$ cat src/rtl/cordic_pkg.sv
package cordic_pkg;

    parameter int OUT_W = 16;
    parameter int ANG_W = 16;
    parameter int ITERS = 16;
    parameter int GUARD = 3;

    localparam int XY_W   = OUT_W + GUARD;
    localparam int FRAC_W = OUT_W - 2 + GUARD;
    localparam int Z_W    = ANG_W + GUARD;
    localparam int STEP_W = (ITERS > 1) ? $clog2(ITERS) : 1;
    localparam real PI_R  = 3.14159265358979323846;

    typedef logic signed [XY_W-1:0] xy_t;
    typedef logic signed [Z_W-1:0]  zres_t;
    typedef logic signed [ANG_W-1:0] ang_t;
    typedef logic [STEP_W-1:0]      step_t;

    typedef struct packed {
        xy_t   x;
        xy_t   y;
        zres_t z;
    } rot_vec_t;

    typedef enum logic {
        ST_IDLE = 1'b0,
        ST_RUN  = 1'b1
    } run_state_e;

    localparam zres_t QUARTER_Z = zres_t'(1) <<< (ANG_W - 2 + GUARD);
    localparam zres_t RES_TOL   = zres_t'(32);

    function automatic zres_t atan_const(input int j);
        real r;
        r = $atan(2.0 ** (-j)) / PI_R * (2.0 ** (ANG_W - 1 + GUARD));
        return zres_t'($rtoi(r + 0.5));
    endfunction

    function automatic xy_t gain_seed();
        real k;
        k = 1.0;
        for (int j = 0; j < ITERS; j++) begin
            k = k / $sqrt(1.0 + 2.0 ** (-2 * j));
        end
        return xy_t'($rtoi(k * (2.0 ** FRAC_W) + 0.5));
    endfunction

endpackage

$ cat src/rtl/cordic_atan_rom.sv
module cordic_atan_rom
    import cordic_pkg::*;
(
    input  step_t idx,
    output zres_t atan_o
);
    zres_t tbl [ITERS];

    for (genvar j = 0; j < ITERS; j++) begin : g_entry
        localparam zres_t C = atan_const(j);
        assign tbl[j] = C;
    end

    always_comb begin
        atan_o = '0;
        for (int k = 0; k < ITERS; k++) begin
            if (int'(idx) == k) begin
                atan_o = tbl[k];
            end
        end
    end
endmodule

$ cat src/rtl/cordic_prerot.sv
module cordic_prerot
    import cordic_pkg::*;
(
    input  ang_t     angle,
    output rot_vec_t seed
);
    localparam ang_t QUARTER_A = ang_t'(1) <<< (ANG_W - 2);
    localparam xy_t  K_SEED    = gain_seed();

    logic  flip;
    ang_t  folded;

    always_comb begin
        flip   = (angle > QUARTER_A) || (angle < -QUARTER_A);
        folded = angle;
        if (flip) begin
            folded[ANG_W-1] = ~angle[ANG_W-1];
        end
        seed.x = flip ? -K_SEED : K_SEED;
        seed.y = '0;
        seed.z = zres_t'(folded) <<< GUARD;
    end
endmodule

$ cat src/rtl/cordic_stage.sv
module cordic_stage
    import cordic_pkg::*;
(
    input  rot_vec_t cur,
    input  step_t    j,
    input  zres_t    atan_j,
    output rot_vec_t nxt
);
    xy_t  x_sh;
    xy_t  y_sh;
    logic pos;

    always_comb begin
        x_sh = cur.x >>> j;
        y_sh = cur.y >>> j;
        pos  = ~cur.z[Z_W-1];
        if (pos) begin
            nxt.x = cur.x - y_sh;
            nxt.y = cur.y + x_sh;
            nxt.z = cur.z - atan_j;
        end else begin
            nxt.x = cur.x + y_sh;
            nxt.y = cur.y - x_sh;
            nxt.z = cur.z + atan_j;
        end
    end
endmodule

$ cat src/rtl/cordic_ctrl.sv
module cordic_ctrl
    import cordic_pkg::*;
(
    input  logic  clk,
    input  logic  rst,
    input  logic  start,
    output logic  busy,
    output logic  done,
    output logic  load,
    output logic  last,
    output step_t step
);
    localparam step_t LAST_STEP = step_t'(ITERS - 1);

    run_state_e state;

    assign busy = (state == ST_RUN);
    assign load = start && (state == ST_IDLE);
    assign last = busy && (step == LAST_STEP);

    always_ff @(posedge clk) begin
        if (rst) begin
            state <= ST_IDLE;
            step  <= '0;
            done  <= 1'b0;
        end else begin
            done <= last;
            if (load) begin
                state <= ST_RUN;
                step  <= '0;
            end else if (last) begin
                state <= ST_IDLE;
                step  <= '0;
            end else if (busy) begin
                step <= step + 1'b1;
            end
        end
    end

    a_r2_accept: assert property (@(posedge clk) disable iff (rst)
        (start && !busy) |=> (busy && step == '0));

    a_r2_run_length: assert property (@(posedge clk) disable iff (rst)
        $fell(busy) |-> ($past(step) == LAST_STEP));

    a_r3_done_after_busy: assert property (@(posedge clk) disable iff (rst)
        done |-> (!busy && $past(busy)));

    a_r3_done_single: assert property (@(posedge clk) disable iff (rst)
        done |=> !done);

    a_r4_start_ignored: assert property (@(posedge clk) disable iff (rst)
        (busy && start && step != LAST_STEP) |=> (busy && step == step_t'($past(step) + 1'b1)));
endmodule

$ cat src/rtl/cordic_rot.sv
module cordic_rot
    import cordic_pkg::*;
(
    input  logic             clk,
    input  logic             rst,
    input  logic             start_i,
    input  logic [ANG_W-1:0] angle_i,
    output logic             busy_o,
    output logic             done_o,
    output logic [OUT_W-1:0] cos_o,
    output logic [OUT_W-1:0] sin_o
);
    localparam xy_t HALF_LSB = xy_t'(1) <<< (GUARD - 1);

    rot_vec_t seed;
    rot_vec_t acc;
    rot_vec_t nxt;
    zres_t    atan_j;
    step_t    step;
    logic     load;
    logic     last;
    xy_t      x_rnd;
    xy_t      y_rnd;

    cordic_ctrl u_ctrl (
        .clk   (clk),
        .rst   (rst),
        .start (start_i),
        .busy  (busy_o),
        .done  (done_o),
        .load  (load),
        .last  (last),
        .step  (step)
    );

    cordic_prerot u_prerot (
        .angle (ang_t'(angle_i)),
        .seed  (seed)
    );

    cordic_atan_rom u_rom (
        .idx    (step),
        .atan_o (atan_j)
    );

    cordic_stage u_stage (
        .cur    (acc),
        .j      (step),
        .atan_j (atan_j),
        .nxt    (nxt)
    );

    assign x_rnd = nxt.x + HALF_LSB;
    assign y_rnd = nxt.y + HALF_LSB;

    always_ff @(posedge clk) begin
        if (rst) begin
            acc   <= '0;
            cos_o <= '0;
            sin_o <= '0;
        end else begin
            if (load) begin
                acc <= seed;
            end else if (busy_o) begin
                acc <= nxt;
            end
            if (last) begin
                cos_o <= x_rnd[XY_W-1:GUARD];
                sin_o <= y_rnd[XY_W-1:GUARD];
            end
        end
    end

    // the folded start angle lies within a quarter turn
    a_r7_fold_range: assert property (@(posedge clk) disable iff (rst)
        load |-> (seed.z <= QUARTER_Z && seed.z >= -QUARTER_Z));

    // the residual angle has converged when results are presented
    a_r6_residual_small: assert property (@(posedge clk) disable iff (rst)
        done_o |-> (acc.z <= RES_TOL && acc.z >= -RES_TOL));

    // the result vector has unit length within a small margin
    a_r6_unit_norm: assert property (@(posedge clk) disable iff (rst)
        done_o |-> ((int'($signed(cos_o)) * int'($signed(cos_o))
                   + int'($signed(sin_o)) * int'($signed(sin_o))) >= (16384 - 64) * (16384 - 64)
                 && (int'($signed(cos_o)) * int'($signed(cos_o))
                   + int'($signed(sin_o)) * int'($signed(sin_o))) <= (16384 + 64) * (16384 + 64)));

    // outputs only move together with the completion strobe
    a_r8_hold: assert property (@(posedge clk) disable iff (rst)
        (cos_o != $past(cos_o) || sin_o != $past(sin_o)) |-> done_o);
endmodule

$ cat config.mk
export PLATFORM = sky130hd
export DESIGN_NAME = cordic_rot
export DESIGN_NICKNAME = d
export VERILOG_FILES = /design/src/rtl/cordic_pkg.sv /design/src/rtl/cordic_atan_rom.sv /design/src/rtl/cordic_prerot.sv /design/src/rtl/cordic_stage.sv /design/src/rtl/cordic_ctrl.sv /design/src/rtl/cordic_rot.sv
export SDC_FILE = /design/constraint.sdc
export NUM_CORES = 1
export LEC_CHECK = 0
export ABC_AREA = 1
export BUFFER_PORTS_ARGS = -buffer_cell sky130_fd_sc_hd__buf_2
export CORE_AREA = 5 5 157 159
export DETAILED_ROUTE_END_ITERATION = 8
export DIE_AREA = 0 0 162 164
export PLACE_DENSITY = 0.69
export SYNTH_ARGS = -nofsm -noshare
export SYNTH_HDL_FRONTEND = slang
export SYNTH_HIERARCHICAL = 1
export SYNTH_SLANG_ARGS = --single-unit
$ cat constraint.sdc
create_clock -name clk -period 5.9 [get_ports clk]
set_input_delay 1.18 -clock clk [delete_from_list [all_inputs] [get_ports clk]]
set_output_delay 1.18 -clock clk [all_outputs]
set_load 0.1 [all_outputs]
==> summary.txt <==
Cells and area
  – Antenna diode count: 0
  – P&R area growth vs syn: 2.11%
  – Share of cells above drive strength 1: 11.2%
  – Finished Cell Area: around 0.012 mm2
  – Multi-input logic area: 0.00813 mm2
  – Finished Core Util: approximately 53%
  – Non-Filler Instances: 2248
  – Final Net Count: slightly above 2000
  – Fillers: approximately 2400
  – Sequential standard cell area: approximately 0.0019 mm2

Die
  – Die Ht: between 150 and 200 um
  – Num ports: 53
  – FP Rows: between 50 and 60
  – Die area: 0.0266 mm2
  – CORE AREA: between 0.02 and 0.025 mm2
  – Die X: around 160 um
  – Initial core utilization: between 50 and 60%

Critical path
  – Critical path depth: 27
  – Crit path arrival time: about 5.5 ns
  – Crit path buffers/inverters: 4
  – CP startpoint kind: flip-flop
  – Slowest-stage cell, CP: dfxtp_2
  – CP Capture Type: flip-flop
  – Reg2Reg Depth: 27
  – Setup Crit Path Kind: reg2reg
  – Crit path max fanout: 34
  – Required @ worst endpoint: just over 6 ns
  – CP peak stage delay: about 0.85 ns
  – CP top delay family: simple AND/OR/NAND/NOR gates

Timing
  – Setup violators final: 0
  – Clk_skew: around 0.013 ns
  – Part of the cycle the worst path needs: about nine tenths
  – Max Freq: about 190 MHz
  – Slew Limit Fails: 0
  – Final worst setup slack: roughly 0.71 ns
  – Worst Max-Slew Pin Slew: a little under 1 ns
  – Unrepaired setup endpoints after global routing: false
  – Slew headroom: between 30% and 40%
  – Hold Fails Final Rpt: 0
  – Final TNS setup: 0 ns
  – Final Critical Period: 5.19 ns
  – Fin Hold WS: just over 0.5 ns

Route
  – Vias per std cell: approximately 5.4
  – Routed WL per cell: ~16 um
  – DRC errors left: 0
  – DR pass1 iterations: 6
  – ANT nets after route: 0
  – Starting DRT DRC Count: approximately 1200
  – WL final: between 30000 and 40000 um
  – Vias: roughly 12000

Status
  – Run status: finished, final reports clean

Global routing
  – Tot GR Track Use: approximately 26%
  – Largest net degree at the start of global routing: 65
  – Antenna violations before repair: 0
  – Global-route wire length before repair: around 56000 um
  – GR Overflow Total: 0
  – Vias in the first global route: around 11000

Synth
  – Seq/Total Area, Yosys: between 15 and 20%
  – EDFF count, synth: 0
  – Syn avg cell area: around 6 um2
  – Synth Cell Area: 0.0119 mm2
  – Yosys reg bits: 95
  – Cell variety after synth: 54
  – Synth Flop Type: dfxtp_1
  – Mapped Cells: just under 2000
  – Ys async rst share: 0%
  – Number of synthesis warnings: 6

Placed design
  – Placer Congestion: 0.976
  – HPWL after DPL: between 20000 and 30000 um
  – DP Cell Count: ~2200
  – # port buffers: between 50 and 60
  – Post-Place Cell Area: roughly 0.012 mm2
  – Setup slack at placement: roughly 0.69 ns

Pwr
  – Worst VDD drop: around 190 uV
  – Pleak: 6.63 nW
  – Power, Total: roughly 5.2 mW
  – P per Cell Area: 428 mW/mm2

CTS
  – Clk Latency, worst-skew pair: ~0.37 ns
  – CTS buffer count: 9
  – Clock root buffer: clkbuf_16
  – Clock sink count: 95
  – CTS tree: yes
  – Clock slew at reported path FFs: 0.08 ns
  – Bufs on Longest Clock Path: 2
  – H-tree depth: 3
  – Hold Buf Count CTS: 0

Hold path
  – Hold Path Class: reg2reg
  – Hold Crit Depth: 2

Run
  – Max cap viols: 0
path summary, 6_finish.rpt:
check | startpoint | endpoint | slack, ns
setup / recovery | u_ctrl/step[1] | cos_o[15] | 0.71
hold / removal | cos_o[0] | cos_o[0] | 0.51
setup reg to reg | u_ctrl/step[1] | cos_o[15] | 0.71
hold reg to reg | cos_o[0] | cos_o[0] | 0.51
final cells by class:
cell class,count,area share (%)
Inverter,285,8.99
Sequential cell,95,15.7
Clock buffer,9,1.85
Multi-Input combinational cell,1494,66.7
Tap cell,290,2.98
Clock inverter,7,0.709
Timing Repair Buffer,68,3.12
where the power goes:
part	internal, mW	switching [mW]	leakage, nW
combinational	1.19	2.54	5.70
clock	0.339	0.302	0.150
sequential	0.711	0.131	0.778
synth_stat cells (17+ instances only):
library cell,number,area share (%)
nand2_1,503,16
inv_1,265,8.3
nand3_1,250,10
nor2_1,172,5.4
o21ai_0,110,4.6
dfxtp_1,95,16
xor2_1,78,5.7
a21oi_1,65,2.7
ha_1,61,6.4
buf_4,60,3.8
nand2_2,35,1.8
clkbuf_1,28,0.88
xnor2_1,25,1.8
buf_2,19,0.80
o211ai_2,18,1.9
buf_6,17,1.6
nand4_1,17,0.89
tightest hold or removal path, cell delays in order (launching register included):
cell     delay, ns
dfxtp_1       0.32
o21ai_0       0.07
nor2_1        0.08
cells in the final DEF, fill, tap and decap left out, types with 35 or more instances in the layout:
master	netlist	final
nand3_1	250	250
a21oi_1	65	65
nand2_2	35	35
ha_1	61	61
buf_2	19	52
o21ai_0	110	110
dfxtp_1	95	92
inv_1	265	264
nand2_1	503	503
nor2_1	172	172
xor2_1	78	78
kinds of logic after synthesis:
group	share of synthesized area [%]
XOR/XNOR	7.56
AND/OR/NAND/NOR	39.4
buffers and inverters	16.7
adder cells (fa/ha/maj)	6.90
other	0.0944
flip-flops	15.9
AO/OA/AOI/OAI	13.5
state kept, by name (all words and copies together), names as in the netlist:
register	cells
cos_o	16
sin_o	16
u_ctrl/done	1
u_ctrl/step	4
acc	57
u_ctrl/busy	1
metal layers:
metal / track usage (%) / wire length, um
met1: 39.6 / 17300
met2: 38.0 / 14100
met3: 4.49 / 3030
met4: 5.92 / 533
met5: 0 / 0
timing repair:
action | 4_1_cts | 5_1_grt
setup buffers | 0 | 0
hold endpoints to repair | 0 | 0
gates resized for setup | 0 | 1
setup endpoints to repair | 0 | 3
Power figures use the tool's default switching activity.
